==> src/rtl/bshift_pkg.sv <==
package bshift_pkg;

  // direction of a shift
  typedef enum logic [1:0] {
    SH_LEFT = 2'd0,
    SH_RLOG = 2'd1,
    SH_RARI = 2'd2
  } sh_kind_e;

  // where the count comes from
  typedef enum logic [1:0] {
    AMT_IMM    = 2'd0,
    AMT_IMM_HI = 2'd1,
    AMT_REG    = 2'd2
  } amt_src_e;

  typedef struct packed {
    logic     valid;
    logic     word;
    sh_kind_e kind;
    amt_src_e asrc;
  } op_dec_t;

  localparam logic [3:0] OP_WSLL_I  = 4'd0;
  localparam logic [3:0] OP_WSRL_I  = 4'd1;
  localparam logic [3:0] OP_WSRA_I  = 4'd2;
  localparam logic [3:0] OP_WSLL_R  = 4'd3;
  localparam logic [3:0] OP_WSRL_R  = 4'd4;
  localparam logic [3:0] OP_WSRA_R  = 4'd5;
  localparam logic [3:0] OP_DSLL_I  = 4'd6;
  localparam logic [3:0] OP_DSRL_I  = 4'd7;
  localparam logic [3:0] OP_DSRA_I  = 4'd8;
  localparam logic [3:0] OP_DSLL_H  = 4'd9;
  localparam logic [3:0] OP_DSRL_H  = 4'd10;
  localparam logic [3:0] OP_DSRA_H  = 4'd11;
  localparam logic [3:0] OP_DSLL_R  = 4'd12;
  localparam logic [3:0] OP_DSRL_R  = 4'd13;
  localparam logic [3:0] OP_DSRA_R  = 4'd14;
  localparam logic [3:0] OP_NONE    = 4'd15;

  function automatic op_dec_t mk_dec(input logic w, input sh_kind_e k, input amt_src_e s);
    op_dec_t d;
    d.valid = 1'b1;
    d.word  = w;
    d.kind  = k;
    d.asrc  = s;
    return d;
  endfunction

  // opcode -> control fields
  function automatic op_dec_t decode_op(input logic [3:0] code);
    op_dec_t d;
    d = '0;
    unique case (code)
      OP_WSLL_I: d = mk_dec(1'b1, SH_LEFT, AMT_IMM);
      OP_WSRL_I: d = mk_dec(1'b1, SH_RLOG, AMT_IMM);
      OP_WSRA_I: d = mk_dec(1'b1, SH_RARI, AMT_IMM);
      OP_WSLL_R: d = mk_dec(1'b1, SH_LEFT, AMT_REG);
      OP_WSRL_R: d = mk_dec(1'b1, SH_RLOG, AMT_REG);
      OP_WSRA_R: d = mk_dec(1'b1, SH_RARI, AMT_REG);
      OP_DSLL_I: d = mk_dec(1'b0, SH_LEFT, AMT_IMM);
      OP_DSRL_I: d = mk_dec(1'b0, SH_RLOG, AMT_IMM);
      OP_DSRA_I: d = mk_dec(1'b0, SH_RARI, AMT_IMM);
      OP_DSLL_H: d = mk_dec(1'b0, SH_LEFT, AMT_IMM_HI);
      OP_DSRL_H: d = mk_dec(1'b0, SH_RLOG, AMT_IMM_HI);
      OP_DSRA_H: d = mk_dec(1'b0, SH_RARI, AMT_IMM_HI);
      OP_DSLL_R: d = mk_dec(1'b0, SH_LEFT, AMT_REG);
      OP_DSRL_R: d = mk_dec(1'b0, SH_RLOG, AMT_REG);
      OP_DSRA_R: d = mk_dec(1'b0, SH_RARI, AMT_REG);
      default:   d = '0;
    endcase
    return d;
  endfunction

endpackage

==> src/rtl/bshift_decode.sv <==
module bshift_decode
  import bshift_pkg::*;
#(
  parameter int CNT_W = 6,
  localparam int IMM_W = CNT_W - 1
) (
  input  logic [3:0]       op_code,
  input  logic [IMM_W-1:0] imm_cnt,
  input  logic [CNT_W-1:0] src_lo,
  output op_dec_t          dec,
  output logic [CNT_W-1:0] cnt
);

  assign dec = decode_op(op_code);

  // count selection; word forms never exceed the half width
  always_comb begin
    unique case (dec.asrc)
      AMT_IMM:    cnt = {1'b0, imm_cnt};
      AMT_IMM_HI: cnt = {1'b1, imm_cnt};
      AMT_REG:    cnt = dec.word ? {1'b0, src_lo[IMM_W-1:0]} : src_lo;
      default:    cnt = '0;
    endcase
    if (!dec.valid) cnt = '0;
  end

endmodule

==> src/rtl/bshift_core.sv <==
module bshift_core #(
  parameter int DATA_W = 64,
  localparam int CNT_W = $clog2(DATA_W)
) (
  input  logic [DATA_W-1:0] din,
  input  logic              left,
  input  logic              fill,
  input  logic [CNT_W-1:0]  cnt,
  output logic [DATA_W-1:0] dout
);

  logic [DATA_W-1:0] din_or;
  logic [DATA_W-1:0] stage [CNT_W+1];
  logic              fill_eff;

  assign fill_eff = left ? 1'b0 : fill;

  // left shifts run through the right shifter on a bit-reversed operand
  for (genvar i = 0; i < DATA_W; i++) begin : g_rev_in
    assign din_or[i] = left ? din[DATA_W-1-i] : din[i];
  end

  assign stage[0] = din_or;

  for (genvar s = 0; s < CNT_W; s++) begin : g_stage
    localparam int SH = 1 << s;
    assign stage[s+1] = cnt[s] ? {{SH{fill_eff}}, stage[s][DATA_W-1:SH]} : stage[s];
  end

  for (genvar i = 0; i < DATA_W; i++) begin : g_rev_out
    assign dout[i] = left ? stage[CNT_W][DATA_W-1-i] : stage[CNT_W][i];
  end

endmodule

==> src/rtl/bshift_format.sv <==
module bshift_format #(
  parameter int DATA_W = 64,
  localparam int HALF = DATA_W / 2
) (
  input  logic              valid,
  input  logic              word,
  input  logic [DATA_W-1:0] raw,
  output logic [DATA_W-1:0] dout
);

  always_comb begin
    if (!valid)     dout = '0;
    else if (word)  dout = {{HALF{raw[HALF-1]}}, raw[HALF-1:0]};
    else            dout = raw;
  end

endmodule

==> src/rtl/bshift64_unit.sv <==
module bshift64_unit
  import bshift_pkg::*;
#(
  parameter int DATA_W = 64,
  localparam int CNT_W = $clog2(DATA_W),
  localparam int IMM_W = CNT_W - 1,
  localparam int HALF  = DATA_W / 2
) (
  input  logic [3:0]        op_code,
  input  logic [DATA_W-1:0] operand,
  input  logic [DATA_W-1:0] shamt_src,
  input  logic [IMM_W-1:0]  imm_cnt,
  output logic [DATA_W-1:0] result
);

  op_dec_t           dec;
  logic [CNT_W-1:0]  shift_cnt;
  logic              dec_word;
  logic              dec_valid;
  logic              fill_bit;
  logic [DATA_W-1:0] core_in;
  logic [DATA_W-1:0] core_out;
  logic              src_hi_unused;

  assign src_hi_unused = ^shamt_src[DATA_W-1:CNT_W];

  bshift_decode #(.CNT_W(CNT_W)) u_dec (
    .op_code (op_code),
    .imm_cnt (imm_cnt),
    .src_lo  (shamt_src[CNT_W-1:0]),
    .dec     (dec),
    .cnt     (shift_cnt)
  );

  assign dec_word  = dec.word;
  assign dec_valid = dec.valid;

  // sign source depends on width; only arithmetic shifts use it
  always_comb begin
    fill_bit = 1'b0;
    if (dec.kind == SH_RARI) fill_bit = dec.word ? operand[HALF-1] : operand[DATA_W-1];
  end

  // word forms: isolate the low word, pre-fill the upper half for right shifts
  always_comb begin
    if (dec.word) begin
      if (dec.kind == SH_LEFT) core_in = {{HALF{1'b0}}, operand[HALF-1:0]};
      else                     core_in = {{HALF{fill_bit}}, operand[HALF-1:0]};
    end else begin
      core_in = operand;
    end
  end

  bshift_core #(.DATA_W(DATA_W)) u_core (
    .din  (core_in),
    .left (dec.kind == SH_LEFT),
    .fill (fill_bit),
    .cnt  (shift_cnt),
    .dout (core_out)
  );

  bshift_format #(.DATA_W(DATA_W)) u_fmt (
    .valid (dec_valid),
    .word  (dec_word),
    .raw   (core_out),
    .dout  (result)
  );

endmodule

==> config.mk <==
export PLATFORM = sky130hd
export DESIGN_NAME = bshift64_unit
export DESIGN_NICKNAME = d
export VERILOG_FILES = /design/src/rtl/bshift_pkg.sv /design/src/rtl/bshift_decode.sv /design/src/rtl/bshift_core.sv /design/src/rtl/bshift_format.sv /design/src/rtl/bshift64_unit.sv
export SDC_FILE = /design/constraint.sdc
export NUM_CORES = 1
export LEC_CHECK = 0
export ABC_AREA = 1
export CAP_MARGIN = 5
export CORE_MARGIN = 3
export CORE_UTILIZATION = 50
export DETAILED_ROUTE_END_ITERATION = 6
export PLACE_DENSITY = 0.83
export SETUP_SLACK_MARGIN = 0.5
export SLEW_MARGIN = 30
export SYNTH_ARGS = -nofsm -noshare
export SYNTH_HDL_FRONTEND = slang
export SYNTH_SLANG_ARGS = --single-unit
==> constraint.sdc <==
create_clock -name vclk -period 4.66
set_clock_uncertainty 0.1 [all_clocks]
set_input_delay 0.699 -clock vclk [all_inputs]
set_output_delay 0.699 -clock vclk [all_outputs]
set_load 0.02 [all_outputs]
==> results.py, run 1 <==
metrics = {
    "run_status": {
        "status": "aborted with a tool error",
        "haltStage": "5_1_grt",
        "error": "[ERROR GRT-0232] Routing congestion too high. Check the congestion heatmap in the GUI.",
    },
    "placed_design": {
        "numPortBuffers": 143,
        "dpl.hpwl_mm": 27.7,
        "place_congestion": 1.04,
        "place_area_mm2": 0.00976,
        "dp_slack_ns": -0.707,
    },
    "timing": {
        "crit_endpoint": "result[52]",
        "worst_path_end_type": "output port",
    },
    "logic_synthesis": {
        "avgSynthCellArea_um2": 4.71,
        "synth_warnings": 0,
        "yosysUniqueCellTypes": 30,
        "synth_cells": 1518,
        "synth_seq_area_share_pct": 0,
        "syn_nets": 1661,
        "syn_area_mm2": 0.00715,
    },
    "die": {
        "rows": 43,
        "start_util_pct": 51.3,
        "die_h_um": 126,
        "ios": 201,
        "die_w_um": 126,
    },
    "global_routing": {
        "grt_overflow": 131,
        "grt_max_degree": 77,
        "gr-usage-all-layers_pct": 74.0,
    },
}
==> metal layers <==
layer / global-route usage (%) / overflow
met1: 74.3 / 1
met2: 91.6 / 65
met3: 56.3 / 2
met4: 74.7 / 62
met5: 22.6 / 1
==> Yosys cell counts <==
| cell type | count | share of area, % |
|---|---|---|
| nand3b_1 | 1 | 0.11 |
| o21ai_0 | 10 | 0.70 |
| ha_1 | 6 | 1.1 |
| clkinv_1 | 1 | 0.052 |
| nand2_2 | 4 | 0.35 |
| o211ai_1 | 26 | 2.7 |
| buf_2 | 38 | 2.7 |
| a21oi_1 | 46 | 3.2 |
| a211oi_1 | 14 | 1.5 |
| clkbuf_1 | 55 | 2.9 |
| a21oi_4 | 2 | 0.46 |
| a21oi_2 | 29 | 3.6 |
| and2_1 | 1 | 0.088 |
| nor3_1 | 5 | 0.35 |
| or2_2 | 9 | 0.79 |
| o31ai_1 | 1 | 0.11 |
| o21ai_1 | 3 | 0.21 |
| nor2_1 | 65 | 3.4 |
| nand2_4 | 1 | 0.16 |
| inv_2 | 6 | 0.32 |
| buf_4 | 10 | 1.1 |
| nor2_4 | 2 | 0.32 |
| inv_1 | 52 | 2.7 |
| nand3_4 | 1 | 0.25 |
| buf_1 | 26 | 1.4 |
| buf_6 | 5 | 0.79 |
| nand2_1 | 479 | 25 |
| o21ai_2 | 1 | 0.12 |
| nand4_1 | 13 | 1.1 |
| nand3_1 | 606 | 42 |
==> per-stage QoR <==
stage	cells	hold WS [ns]	TNS, ns
2_1_floorplan	1518	1.83	0
3_3_place_gp	1866	2.64	-27.27
3_5_place_dp	1866	2.65	-33.35
4_1_cts	1872	2.49	-4.19
==> kinds of logic after synthesis <==
family          Yosys count  share of synthesized area (%)
compound gates          132                           12.6
fa+ha+maj                 6                           1.05
buf+inv                 193                           11.8
simple gates           1187                           74.5
==> timing repair <==
item,in CTS
gates resized for setup,341
pin swaps,12
setup endpoints to repair,64
cloned,3
hold buffers,0
buffers inserted,3
==> run 2, diff against run 1 <==
CORE_UTILIZATION = 35   (was 50)
PLACE_DENSITY = unset   (was 0.83)
PLACE_DENSITY_LB_ADDON = 0.15   (was unset)
SETUP_SLACK_MARGIN = unset   (was 0.5)
==> results.py, run 2 <==
metrics = {
    "run_status": {
        "status": "finished clean",
    },
    "finish": {
        "stdcell_area_mm2": 0.0108,
        "final_cell_mix": "510 x nand3_1, 459 x nand2_1, 164 x buf_4",
        "insertedDiodeCount": 0,
        "nets": 1860,
        "mostFrequentLayoutCell": "nand3_1",
        "num-clock-buffers": 0,
        "drive_above_1_share_pct": 25.5,
        "filler_cell_count": 2106,
        "area_delta_synth_final_pct": 51.5,
        "register_area_um2": 0,
        "sequential_cell_total": 0,
    },
    "critical_path": {
        "crit_type": "in -> out",
        "crit_path_max_fanout": 9,
        "cp.depth": 22,
        "cp.arrival_ns": 3.68,
        "crit_buf_inv": 7,
        "crit_top_cell": "nand3_1",
        "crit_required_ns": 3.86,
        "max_stage_delay_ns": 0.25,
        "cp_cell_sequence": "dlymetal6s2s_1 -> inv_1 -> buf_4 -> ha_1 -> nand3_1 -> o21ai_2 -> nor2_4 -> nand2_4 -> clkinv_8 -> clkbuf_16 -> nand2_1 -> nand3_1 -> nand3_1 -> nand3_2 -> nand3_1 -> nand3_1 -> nand3_2 -> nand3_2 -> nand3_4 -> clkbuf_16 -> a21oi_2 -> buf_4",
        "end_kind": "primary output",
        "cpLargestDelayFamily": "simple AND/OR/NAND/NOR gates",
        "start_kind": "input port",
        "crit_slowest_cell": "clkbuf_16",
    },
    "timing": {
        "setup_slack_ns": 0.185,
        "fmax_mhz": 223,
        "fin_setup_tns_ns": 0,
        "setup_viol": 0,
        "final_max_slew_viol_count": 0,
        "post-route-min-period_ns": 4.48,
        "worst_slew_pin_slew_ns": 0.679,
        "period_share_pct": 96.0,
        "hold_viol_final": 0,
        "slew_headroom_pct": 54.7,
    },
    "logic_synthesis": {
        "synth_warnings": 0,
        "synth_cells": 1518,
        "yosysMostFrequentCell": "nand3_1",
        "syn_nets": 1661,
        "yosysUniqueCellTypes": 30,
        "synth_seq_area_share_pct": 0,
        "yosys-top-cells-count": "606 x nand3_1, 479 x nand2_1, 65 x nor2_1, 55 x clkbuf_1, 52 x inv_1",
        "ys_top_cells_by_area": "nand3_1 42%, nand2_1 25%, a21oi_2 3.6%, nor2_1 3.4%, a21oi_1 3.2%",
        "synth_top_cell_by_area": "nand3_1",
        "syn_area_mm2": 0.00715,
        "synth_top_area_share_pct": 42.4,
        "avgSynthCellArea_um2": 4.71,
    },
    "global_routing": {
        "antenna_found_initial": 0,
        "grt_first_pass_wirelength_mm": 56.4,
        "grt_pass1_vias": 10500,
        "grt_max_degree": 77,
        "grt_overflow": 0,
        "gr-usage-all-layers_pct": 31.6,
    },
    "drt": {
        "wl_mm": 37.9,
        "drtIter0Drc": 1260,
        "drc": 0,
        "route.met2.wl_mm": 18.1,
        "met3_length_mm": 3.01,
        "met1_length_mm": 15.5,
        "vias": 11700,
        "routed_via_density": 5.89,
        "ant_nets": 0,
        "drt_pass1_iterations": 6,
        "wl_per_cell_um": 19.2,
        "top_layer": "met4",
    },
    "die": {
        "start_util_pct": 36.1,
        "ios": 201,
        "dieArea_mm2": 0.0222,
        "die_w_um": 149,
        "rows": 51,
        "core_mm2": 0.0198,
        "die_h_um": 149,
    },
    "power": {
        "clockPowerShare_pct": 0,
        "p_per_area_mw_per_mm2": 286,
        "irDropWorstVdd_v": 0.000142,
        "leakagePower_nw": 5.53,
        "pwr-share-seq_pct": 0,
        "report.power.total_w": 0.00310,
        "p_sw_share_pct": 61.6,
        "switchingPower_w": 0.00191,
        "intPower_w": 0.00119,
        "comb_power_share_pct": 100.0,
    },
    "placed_design": {
        "dp_slack_ns": -0.685,
        "dpl.hpwl_mm": 30.0,
        "place_congestion": 1.03,
        "place_area_mm2": 0.00997,
        "numPortBuffers": 143,
    },
    "min_path": {
        "hold_class": "in -> out",
        "hold-path-cell-count": 7,
    },
    "job": {
        "max_cap_violations": 0,
    },
    "cts": {
        "cts_hold_buffers": 0,
    },
}
[run 2: cell type report]
cell class | instances | area [um2] | area share, %
Multi-Input combinational cell | 1325 | 6970 | 64.4
Timing Repair Buffer | 331 | 3290 | 30.4
Tap cell | 265 | 332 | 3.06
Inverter | 59 | 234 | 2.16
[run 2: what timing repair did]
item / CTS / global route
pin swaps: 8 / 19
gates resized for setup: 355 / 108
gates cloned: 2 / 8
buffers inserted: 4 / 4
endpoints found under the setup margin: 64 / 64
[run 2: power by group through the flow]
stage / clock network [W] / registers, W / logic (W)
floorplan: 0 / 0 / 0.00171
global placement: 0 / 0 / 0.00285
detailed placement: 0 / 0 / 0.00287
CTS: 0 / 0 / 0.00288
global route: 0 / 0 / 0.00333
finish: 0 / 0 / 0.00310
[run 2: final timing paths]
check	slack, ns	end	from
worst max-delay path	0.18	result[48]	op_code[0]
worst min-delay path	2.39	result[2]	op_code[3]
[run 2: layer usage]
layer | global-route usage, % | up-vias
met5 | 0 | -
met4 | 8.88 | 0
met3 | 3.28 | 97
met2 | 55.4 | 564
met1 | 41.1 | 5393
li1 | - | 5613
[run 2: through the flow]
stage / cells / utilization [%] / hold WS [ns]
finish: 1980 / 54.7 / 2.39
global placement: 1962 / 50.4 / 2.95
floorplan: 1518 / - / 1.83
detailed placement: 1962 / 50.4 / 2.95
CTS: 1968 / 51.2 / 2.57
global route: 1980 / 54.7 / 2.48
[run 2: cell families (layout without fill, tap and decap cells)]
logic type | after synthesis | count (layout) | synth area share, %
simple gates | 1187 | 1187 | 74.5
compound gates | 132 | 132 | 12.6
buf+inv | 193 | 390 | 11.8
fa+ha+maj | 6 | 6 | 1.05
Note: power is estimated with default switching activity, not from simulation.
